==> src/rtl/daa_pkg.sv <==
package daa_pkg;
  typedef enum logic [3:0] {
    PH_IDLE, PH_START, PH_HDRW, PH_ACK1, PH_CCC, PH_RSTART,
    PH_HDRR, PH_ACK2, PH_ID, PH_ADDR, PH_ACK3, PH_STOP
  } phase_e;

  localparam int unsigned DA_W       = 7;
  localparam logic [6:0]  BCAST_ADDR = 7'h7E;
  localparam logic [7:0]  CMD_ENTDAA = 8'h07;
endpackage

==> src/rtl/daa_qtick.sv <==
module daa_qtick #(
  parameter int unsigned QTR_CYC = 4
) (
  input  logic       clk_i,
  input  logic       rst_ni,
  input  logic       run_i,
  output logic       tick_o,
  output logic [1:0] qtr_o
);
  localparam int unsigned CW = (QTR_CYC > 1) ? $clog2(QTR_CYC) : 1;
  localparam logic [CW-1:0] LAST = CW'(QTR_CYC - 1);

  logic [CW-1:0] cnt_q;

  assign tick_o = run_i && (cnt_q == LAST);

  always_ff @(posedge clk_i or negedge rst_ni) begin
    if (!rst_ni) begin
      cnt_q <= '0;
      qtr_o <= 2'd0;
    end else if (!run_i) begin
      cnt_q <= '0;
      qtr_o <= 2'd0;
    end else if (tick_o) begin
      cnt_q <= '0;
      qtr_o <= qtr_o + 2'd1;
    end else begin
      cnt_q <= cnt_q + CW'(1);
    end
  end
endmodule

==> src/rtl/daa_shift_cap.sv <==
module daa_shift_cap #(
  parameter int unsigned W = 64
) (
  input  logic         clk_i,
  input  logic         rst_ni,
  input  logic         clr_i,
  input  logic         shift_i,
  input  logic         bit_i,
  output logic [W-1:0] data_o
);
  always_ff @(posedge clk_i or negedge rst_ni) begin
    if (!rst_ni)      data_o <= '0;
    else if (clr_i)   data_o <= '0;
    else if (shift_i) data_o <= {data_o[W-2:0], bit_i};
  end

  AST_CAP_HOLD: assert property (@(posedge clk_i) disable iff (!rst_ni)
    (!shift_i && !clr_i) |=> $stable(data_o));
endmodule

==> src/rtl/daa_sequencer.sv <==
module daa_sequencer
  import daa_pkg::*;
#(
  parameter int unsigned QTR_CYC = 4,
  parameter int unsigned PID_W   = 48,
  parameter int unsigned BCR_W   = 8,
  parameter int unsigned DCR_W   = 8
) (
  input  logic             clk_i,
  input  logic             rst_ni,
  input  logic             start_i,
  input  logic [DA_W-1:0]  dyn_addr_i,
  output logic [PID_W-1:0] pid_o,
  output logic [BCR_W-1:0] bcr_o,
  output logic [DCR_W-1:0] dcr_o,
  output logic             done_o,
  output logic             err_o,
  output logic             scl_o,
  output logic             sda_oe_o,
  input  logic             sda_i
);
  localparam int unsigned ID_W  = PID_W + BCR_W + DCR_W;
  localparam int unsigned IDX_W = ($clog2(ID_W) > 4) ? $clog2(ID_W) : 4;
  localparam logic [7:0] HDR_WR = {BCAST_ADDR, 1'b0};
  localparam logic [7:0] HDR_RD = {BCAST_ADDR, 1'b1};
  localparam logic [8:0] CCC_WORD = {CMD_ENTDAA, ~^CMD_ENTDAA};

  phase_e           phase_q;
  logic [IDX_W-1:0] bit_q;
  logic [DA_W-1:0]  addr_q;
  logic             nack_q, err_q, done_q;
  logic             scl_q, oe_q, spec_q;
  logic             scl_c, oe_c, spec_c;
  logic             tick, busy, accept, samp, slot_end, tx_bit;
  logic [1:0]       qtr;
  logic [ID_W-1:0]  id_w;
  logic [DA_W:0]    addr_word;

  assign busy      = (phase_q != PH_IDLE);
  assign accept    = start_i && !busy;
  assign samp      = tick && (qtr == 2'd2);
  assign slot_end  = tick && (qtr == 2'd3);
  assign addr_word = {addr_q, ~^addr_q};

  daa_qtick #(.QTR_CYC(QTR_CYC)) u_qtick (
    .clk_i  (clk_i),
    .rst_ni (rst_ni),
    .run_i  (busy),
    .tick_o (tick),
    .qtr_o  (qtr)
  );

  daa_shift_cap #(.W(ID_W)) u_cap (
    .clk_i   (clk_i),
    .rst_ni  (rst_ni),
    .clr_i   (accept),
    .shift_i (samp && (phase_q == PH_ID)),
    .bit_i   (sda_i),
    .data_o  (id_w)
  );

  assign pid_o = id_w[ID_W-1 -: PID_W];
  assign bcr_o = id_w[DCR_W +: BCR_W];
  assign dcr_o = id_w[DCR_W-1:0];

  always_comb begin
    case (phase_q)
      PH_HDRW: tx_bit = HDR_WR[bit_q[2:0]];
      PH_HDRR: tx_bit = HDR_RD[bit_q[2:0]];
      PH_CCC:  tx_bit = CCC_WORD[bit_q[3:0]];
      PH_ADDR: tx_bit = addr_word[bit_q[2:0]];
      default: tx_bit = 1'b1;
    endcase
  end

  // quarter 0 holds SDA so it never moves on the SCL falling edge
  always_comb begin
    scl_c  = 1'b1;
    oe_c   = 1'b0;
    spec_c = 1'b0;
    case (phase_q)
      PH_IDLE: ;
      PH_START: begin
        oe_c   = qtr[1];
        spec_c = 1'b1;
      end
      PH_RSTART: begin
        scl_c  = qtr[1];
        oe_c   = (qtr == 2'd0) ? oe_q : (qtr == 2'd3);
        spec_c = 1'b1;
      end
      PH_STOP: begin
        scl_c  = qtr[1];
        oe_c   = (qtr == 2'd0) ? oe_q : (qtr != 2'd3);
        spec_c = 1'b1;
      end
      PH_HDRW, PH_CCC, PH_HDRR, PH_ADDR: begin
        scl_c = qtr[1];
        oe_c  = (qtr == 2'd0) ? oe_q : !tx_bit;
      end
      default: begin
        scl_c = qtr[1];
        oe_c  = (qtr == 2'd0) ? oe_q : 1'b0;
      end
    endcase
  end

  always_ff @(posedge clk_i or negedge rst_ni) begin
    if (!rst_ni) begin
      phase_q <= PH_IDLE;
      bit_q   <= '0;
      addr_q  <= '0;
      nack_q  <= 1'b0;
      err_q   <= 1'b0;
      done_q  <= 1'b0;
      scl_q   <= 1'b1;
      oe_q    <= 1'b0;
      spec_q  <= 1'b0;
    end else begin
      done_q <= 1'b0;
      scl_q  <= scl_c;
      oe_q   <= oe_c;
      spec_q <= spec_c;
      if (accept) begin
        phase_q <= PH_START;
        addr_q  <= dyn_addr_i;
        err_q   <= 1'b0;
        bit_q   <= '0;
      end
      if (samp && (phase_q == PH_ACK1 || phase_q == PH_ACK2 || phase_q == PH_ACK3))
        nack_q <= sda_i;
      if (slot_end) begin
        case (phase_q)
          PH_START: begin
            phase_q <= PH_HDRW;
            bit_q   <= IDX_W'(7);
          end
          PH_HDRW: begin
            if (bit_q == '0) phase_q <= PH_ACK1;
            else             bit_q   <= bit_q - IDX_W'(1);
          end
          PH_ACK1: begin
            if (nack_q) begin
              err_q   <= 1'b1;
              phase_q <= PH_STOP;
            end else begin
              phase_q <= PH_CCC;
              bit_q   <= IDX_W'(8);
            end
          end
          PH_CCC: begin
            if (bit_q == '0) phase_q <= PH_RSTART;
            else             bit_q   <= bit_q - IDX_W'(1);
          end
          PH_RSTART: begin
            phase_q <= PH_HDRR;
            bit_q   <= IDX_W'(7);
          end
          PH_HDRR: begin
            if (bit_q == '0) phase_q <= PH_ACK2;
            else             bit_q   <= bit_q - IDX_W'(1);
          end
          PH_ACK2: begin
            if (nack_q) begin
              err_q   <= 1'b1;
              phase_q <= PH_STOP;
            end else begin
              phase_q <= PH_ID;
              bit_q   <= IDX_W'(ID_W - 1);
            end
          end
          PH_ID: begin
            if (bit_q == '0) begin
              phase_q <= PH_ADDR;
              bit_q   <= IDX_W'(7);
            end else begin
              bit_q <= bit_q - IDX_W'(1);
            end
          end
          PH_ADDR: begin
            if (bit_q == '0) phase_q <= PH_ACK3;
            else             bit_q   <= bit_q - IDX_W'(1);
          end
          PH_ACK3: begin
            if (nack_q) err_q <= 1'b1;
            phase_q <= PH_STOP;
          end
          PH_STOP: begin
            phase_q <= PH_IDLE;
            done_q  <= 1'b1;
          end
          default: phase_q <= PH_IDLE;
        endcase
      end
    end
  end

  assign scl_o    = scl_q;
  assign sda_oe_o = oe_q;
  assign done_o   = done_q;
  assign err_o    = err_q;

  AST_SDA_STILL_SCL_HIGH: assert property (@(posedge clk_i) disable iff (!rst_ni)
    (scl_q && $past(scl_q) && !spec_q && !$past(spec_q)) |-> $stable(oe_q));
  AST_DONE_ONE_CYCLE: assert property (@(posedge clk_i) disable iff (!rst_ni)
    done_q |=> !done_q);
  AST_IDLE_BUS_FREE: assert property (@(posedge clk_i) disable iff (!rst_ni)
    (phase_q == PH_IDLE) |-> (scl_q && !oe_q));
  AST_ERR_HOLD: assert property (@(posedge clk_i) disable iff (!rst_ni)
    (err_q && !accept) |=> err_q);
endmodule

==> config.mk <==
export PLATFORM = sky130hd
export DESIGN_NAME = daa_sequencer
export DESIGN_NICKNAME = d
export VERILOG_FILES = /design/src/rtl/daa_pkg.sv /design/src/rtl/daa_qtick.sv /design/src/rtl/daa_shift_cap.sv /design/src/rtl/daa_sequencer.sv
export SDC_FILE = /design/constraint.sdc
export NUM_CORES = 1
export LEC_CHECK = 0
export CORE_UTILIZATION = 30
export DETAILED_ROUTE_END_ITERATION = 12
export GPL_TIMING_DRIVEN = 0
export MAX_ROUTING_LAYER = met4
export PLACE_DENSITY = 0.5
export SLEW_MARGIN = 20
export SYNTH_ARGS = -nofsm -noshare
export SYNTH_HDL_FRONTEND = slang
export SYNTH_SLANG_ARGS = --single-unit
==> constraint.sdc <==
create_clock -name clk_i -period 2.2 [get_ports clk_i]
set_input_delay 0.22 -clock clk_i [delete_from_list [all_inputs] [get_ports clk_i]]
set_output_delay 0.22 -clock clk_i [all_outputs]
set_load 0.005 [all_outputs]
== Word-level counts from Yosys, hierarchy flattened ==
Memory sizes are Yosys's and may differ from the RTL's.
Cells that the tools add are included.
Cells by class
  mux-type cells: 41
  add/sub/neg operators: 3
  reduce and logical (&&, ||, !) cells: 21
  div/mod/pow operators: 0
  $mul: 0
  shift-type cells: 0
  bitwise logic cells: 0
  order comparisons: 2
  equality and inequality tests: 20
Operators by type and width (count)
  64-bit 2-to-1 mux: 2
  4-bit one-hot mux with 10 select lines: 1
  6-bit 2-to-1 mux: 6
  4-bit 2-to-1 mux: 8
  6-bit one-hot mux with 5 select lines: 1
  4-bit by 3-bit == test with 1-bit output, second input constant: 4
  4-bit == test, second input constant: 4
  1-bit 2-to-1 mux: 15
  2-bit 2-to-1 mux: 5
  2-bit inequality test, second input constant: 5
  4-bit by 2-bit == test with 1-bit output, second input constant: 2
  7-bit XNOR reduction: 1
  2-bit == test, second input constant: 3
  1-bit logical AND: 6
  6-bit zero test: 1
  6-bit by 1-bit subtractor with 6-bit output, second input constant: 1
  4-bit by 5-bit less-than comparator with 1-bit output, second input constant: 1
  1-bit one-hot mux with 5 select lines: 1
  2-bit by 1-bit adder with 2-bit output, second input constant: 2
  4-bit by 1-bit == test with 1-bit output, second input constant: 1
  4-bit zero test: 1
  3-bit by 4-bit less-than comparator with 1-bit output, second input constant: 1
  1-bit one-hot mux with 4 select lines: 1
  4-bit AND reduction: 1
  10 further kinds: 13
Storage, ports and cells
  memory bits (writable): 0
  input bits: 11
  logic and storage cells: 101
  memories: 3
  bits in registers: 90
  output and inout port bits: 68
  latch bits: 0
  bits in read-only memories: 32
Memories
  (name not given): depth 16, width 1, read ports 1, clocked after Yosys merged registers in 0, write ports 0, line daa_sequencer.sv:70  | PH_CCC: tx_bit = CCC_WORD[bit_q[3:0]];
  (name not given): depth 8, width 1, read ports 1, clocked after Yosys merged registers in 0, write ports 0, line daa_sequencer.sv:69  | PH_HDRR: tx_bit = HDR_RD[bit_q[2:0]];
  (name not given): depth 8, width 1, read ports 1, clocked after Yosys merged registers in 0, write ports 0, line daa_sequencer.sv:68  | PH_HDRW: tx_bit = HDR_WR[bit_q[2:0]];

== Depth between registers and ports, before layout ==
  depth in word-level cells: 7
  depth in mapped cells: 10
  mapped depth without buffers: 9

== Cells and area by module ==
A second synthesis with hierarchy kept.
Unflattened totals
  cell total of the unflattened synthesis: 411
  area, all modules: 4396.7 µm²
Modules (own cells, without submodules)
  daa_shift_cap: times used 1, cells an instance 206, area an instance 2611.3 µm², sequential area each 1601.5 µm²
  daa_sequencer: times used 1, cells an instance 191, area an instance 1612.8 µm², sequential area each 551.8 µm²
  daa_qtick: times used 1, cells an instance 14, area an instance 172.7 µm², sequential area each 100.1 µm²

== Least setup slack after synthesis ==
No wires, ideal clock.
  path kind: reg-to-reg
  start: reg bit_q[1]
  end: reg bit_q[2]
  arrival: 1.883 ns
  setup slack: 0.196 ns
  stages on the path, launching flop included: 9
  path buffers: 1
  period minus slack after synthesis: 2.004 ns
  required time: 2.079 ns
  library setup time: 0.121 ns
  cells stage by stage: dfrtp_1 -> clkbuf_1 -> inv_1 -> ha_1 -> or4b_4 -> nor2_4 -> mux2i_1 -> o21ai_0 -> a22o_2
Between the ends
  longest elaborated chain between the ends: 4
  elaborated cells between the ends (all ways): 6
  classes of those cells: 1 x add/sub; 4 x mux; 1 x reduce/logical
RTL lines
  start, declared: line daa_sequencer.sv:29  | logic [IDX_W-1:0] bit_q;
  start signal, assigned: line daa_sequencer.sv:140  | else bit_q <= bit_q - IDX_W'(1);
  start signal, assigned: line daa_sequencer.sv:153  | else bit_q <= bit_q - IDX_W'(1);
  start signal, assigned: line daa_sequencer.sv:161  | else bit_q <= bit_q - IDX_W'(1);
  6-bit by 1-bit subtractor with 6-bit output or 6-bit zero test (tied branches)
  6-bit 2-to-1 mux (on tied branches)
  6-bit one-hot mux with 5 select lines *: line daa_sequencer.sv:133  | case (phase_q)
  6-bit 2-to-1 mux *: line daa_sequencer.sv:132  | if (slot_end) begin
Every way passes the cells marked *; elsewhere a longest branch is shown, timed or not.
A chain may end at the register's enable or synchronous reset.

== Worst setup path in the final report ==
  start: reg bit_q[0]
  end: reg bit_q[2]
Same word-level chain as after synthesis.

==> out/qor.txt <==
SYNTHESIS
-----------------------------------------------------------------------------------------------
Syn_area_per_cell                                                                      9.09 µm²
Simple-gate portion of the synthesized area                                               20.8%
Synth Area in Adders                                                                      1.97%
Largest area contributor in the netlist                                                 dfrtp_1
Cell count after synthesis                                                                  488
Yosys warning count                                                                           0
Post-Syn Area                                                                          4440 µm²
Synth top area share                                                                      50.2%
Count of flip-flops with a built-in enable after synthesis                                    0
Fraction of the mapped netlist area in compound gates                                     16.3%
Post-synthesis register bit count                                                            90
XOR/XNOR share of the synthesized area                                                    1.49%
Multiplexer share of the synthesized area                                                 2.31%
Part of the Yosys area used for sequential elements                                       50.8%
Synth cell types                                                                             57
Syn Nets                                                                                    506
Predominant post-synthesis flop cell                                                    dfrtp_1
Ranking of synthesized cells by area                                               dfrtp_1 (50%), nand2_1 (13%), a21oi_1 (8.2%), buf_6 (2.8%), ha_1 (2.0%)
Ys async rst share                                                                         100%
Dominant combinational cell family by area after synthesis                         simple AND/OR/NAND/NOR gates

CRITICAL PATH
-----------------------------------------------------------------------------------------------
Worst reg2reg path startpoint                                                      bit_q[0]$_DFF_PN0_
Ordered list of cells on the worst path                                            inv_2 -> ha_2 -> or4b_4 -> nor2_4 -> mux2i_1 -> o21ai_0 -> a22o_2
Number of cells traversed by the worst register-to-register path                              7
Worst reg2reg path endpoint                                                        bit_q[2]$_DFF_PN0_
Startpoint type of the worst setup path                                                register
Largest fanout on the critical path                                                           7
Critical Path Sink                                                                 bit_q[2]$_DFF_PN0_
Category of the critical setup timing path                                         register to register
Maximum cell stage delay along the critical path                                         500 ps
Setup crit start                                                                   bit_q[0]$_DFF_PN0_
Cell with the biggest individual delay on the critical path                              or4b_4
Worst R2R Setup Slack                                                                    140 ps
Arrival time of the worst setup path                                                    2280 ps
Capturing element type of the critical path                                            register
Worst Path Required                                                                     2430 ps

PWR
-----------------------------------------------------------------------------------------------
Power density over the cells                                                         548 nW/µm²
Total design power                                                                      3.17 mW
Leak pwr                                                                                2.51 nW
Worst-case vdd ir drop                                                                 0.344 mV

STA
-----------------------------------------------------------------------------------------------
Max-slew violation count                                                                      0
Maximum clock skew at final layout                                                      7.12 ps
Final worst path period share                                                             93.4%
Unrepaired setup endpoints after global routing                                           false
Worst hold slack across all endpoints                                                    270 ps
Final count of negative-setup-slack endpoints                                                 0
Min cycle time layout                                                                   2060 ps
Slack of the critical path                                                               145 ps
Total count of hold-check failures in the final report                                        0
F_max                                                                                 0.487 GHz
Slew at the pin closest to its max-slew limit                                            606 ps
Worst relative slew slack                                                                 59.3%

CLOCK TREE
-----------------------------------------------------------------------------------------------
Number of buffers created by CTS                                                              9
Clock tree root buffer cell                                                           clkbuf_16
Longest Clk Path Bufs                                                                         2
Sink count of the clock tree                                                                 90
Max H-tree Level                                                                              3
Clock latency on the worst-skew pair                                                     350 ps
Clock input transition at the sequential cells of the worst setup and hold paths          70 ps
TritonCTS clock tree                                                                      built

FINISH
-----------------------------------------------------------------------------------------------
Area of the multi-input gates                                                          1920 µm²
Leading cell type in the layout, fill and taps excluded                                 nand2_1
Area added between synthesis and finish                                                   30.6%
Area taken by flip-flops and latches                                                   2260 µm²
Fraction of final layout cells sized beyond drive strength 1                              10.4%
Post-route cell area                                                                   5790 µm²
Layout net count                                                                            598
Antenna diode instance count                                                                  0
Core utilization of the finished layout                                                   40.0%
Number of filler instances in the final layout                                             1437
Top library cells by usage in the layout, fill and taps aside                      nand2_1 (157), dfrtp_1 (87), clkdlybuf4s50_1 (77)

PLACED DESIGN
-----------------------------------------------------------------------------------------------
Number of buffer cells added on primary ports                                                78
Sum of net half-perimeters after detailed placement                                     8090 µm
Placement-stage worst setup slack                                                       -157 ps
GP Congestion                                                                             0.838
Area of placed instances                                                               5480 µm²

FLOORPLANNING
-----------------------------------------------------------------------------------------------
Top-Level Pins                                                                               79
Width of the die                                                                         124 µm
Total die area                                                                        15300 µm²
Number of core rows                                                                          44
Core outline area                                                                     14500 µm²
Starting density of the core                                                              30.6%
Die extent in y                                                                          124 µm

RUN STATUS
-----------------------------------------------------------------------------------------------
Outcome                                                                            complete, no violations

DETAILED ROUTING
-----------------------------------------------------------------------------------------------
Via count                                                                                  3777
ANT nets after route                                                                          0
Vias per Instance                                                                          4.91
Total routed wirelength                                                                11400 µm
Residual DRC                                                                                  0
Average detailed-routed wire length per instance                                        14.9 µm
Detailed router's first-iteration violation count                                           260
Count of TritonRoute iterations in the first routing pass                                     5

GRT
-----------------------------------------------------------------------------------------------
Maximum number of pins on one net before global-route repair                                 75
Global-route wire length before repair                                                 19100 µm
Overall routing resource usage                                                            16.7%
Initial antenna violation count                                                               0
Via count of the first global-routing pass                                                 3722
Total gr overflow                                                                             0

RUN
-----------------------------------------------------------------------------------------------
Maximum capacitance violations                                                                0

WORST HOLD PATH
-----------------------------------------------------------------------------------------------
Worst hold path class                                                              input port to asynchronous set/reset pin

worst min path at each step:
| stage | depth (start not counted) | to | slack (ps) |
|---|---|---|---|
| finish | 2 | done_o$_DFF_PN0_ | 270 |
| global route | 2 | done_o$_DFF_PN0_ | 290 |
| CTS | 2 | done_o$_DFF_PN0_ | 260 |
| detailed placement | 1 | done_o$_DFF_PN0_ | 70 |
| global placement | 1 | u_qtick.cnt_q[0]$_DFF_PN0_ | 430 |
| floorplan | 0 | addr_q[0]$_DFFE_PN0P_ | -80 |
repair_timing:
| action | CTS | global route |
|---|---|---|
| endpoints found under the hold margin | 16 | 0 |
| setup endpoints to repair | 4 | 16 |
| gates cloned | 0 | 0 |
| hold buffers | 1 | 0 |
| buffers inserted | 1 | 1 |
| gates resized for setup | 0 | 6 |
layout make-up:
class                   instances  share of cell area, %
flip-flops and latches         90                   38.9
inverters                       8                  0.518
plain buffers                  32                   4.23
multi-input cells             357                   33.1
clock inverters                 6                  0.864
repair buffers                 82                   14.4
well taps                     184                   3.97
clock buffers                  10                   3.95
sequential cells by signal, summed over array words and instances, names as in the netlist:
signal         count
scl_o              1
u_qtick.cnt_q      2
done_o             1
u_cap.data_o      64
u_qtick.qtr_o      2
err_o              1
bit_q              6
nack_q             1
addr_q             7
sda_oe_o           1
phase_q            4
power by group:
part	internal [mW]	leakage [nW]	total, mW	switching, mW
Sequential	1.66	0.911	1.66	0.000714
Combinational	0.0251	1.47	0.0675	0.0423
Clock	0.778	0.130	1.45	0.673
Total	2.46	2.51	3.17	0.716
per-stage QoR:
| stage | setup TNS, ps | instances |
|---|---|---|
| finish | 0 | 769 |
| global route | 0 | 769 |
| global placement | -232370 | 750 |
| detailed placement | -308 | 751 |
| CTS | 0 | 768 |
| floorplan | 0 | 488 |
kinds of logic (layout without fill, tap and decap cells):
kind of cell	count (synthesis)	count (layout)
AO/OA/AOI/OAI	121	121
XOR/XNOR	6	6
adder cells (fa/ha/maj)	7	7
buffers and inverters	41	138
flip-flops	90	90
multiplexers	10	10
AND/OR/NAND/NOR	213	213
layer usage:
layer  wire length, µm  global-route usage [%]  vias up
li1                  -                       -     1823
met1              5410                    22.1     1821
met2              5170                    24.6      116
met3               571                    4.35       17
met4               278                    5.72        0
met5                 0                       -        -
Yosys cell counts, drive strengths merged (4+ instances only):
cell type / n
a21oi: 73
a22o: 7
and2: 5
buf: 17
clkbuf: 16
dfrtp: 89
ha: 7
inv: 8
mux2i: 8
nand2: 158
nand2b: 4
nor2: 23
nor3: 8
o21ai: 12
o22ai: 4
critical path, delay by kind of cell (launching register included):
family	cells	cell delay (ps)
AO/OA/AOI/OAI	2	320
adder cells (fa/ha/maj)	1	220
buffers and inverters	1	100
flip-flops	1	460
multiplexers	1	190
AND/OR/NAND/NOR	2	660
(Power assumes the default switching activity.)
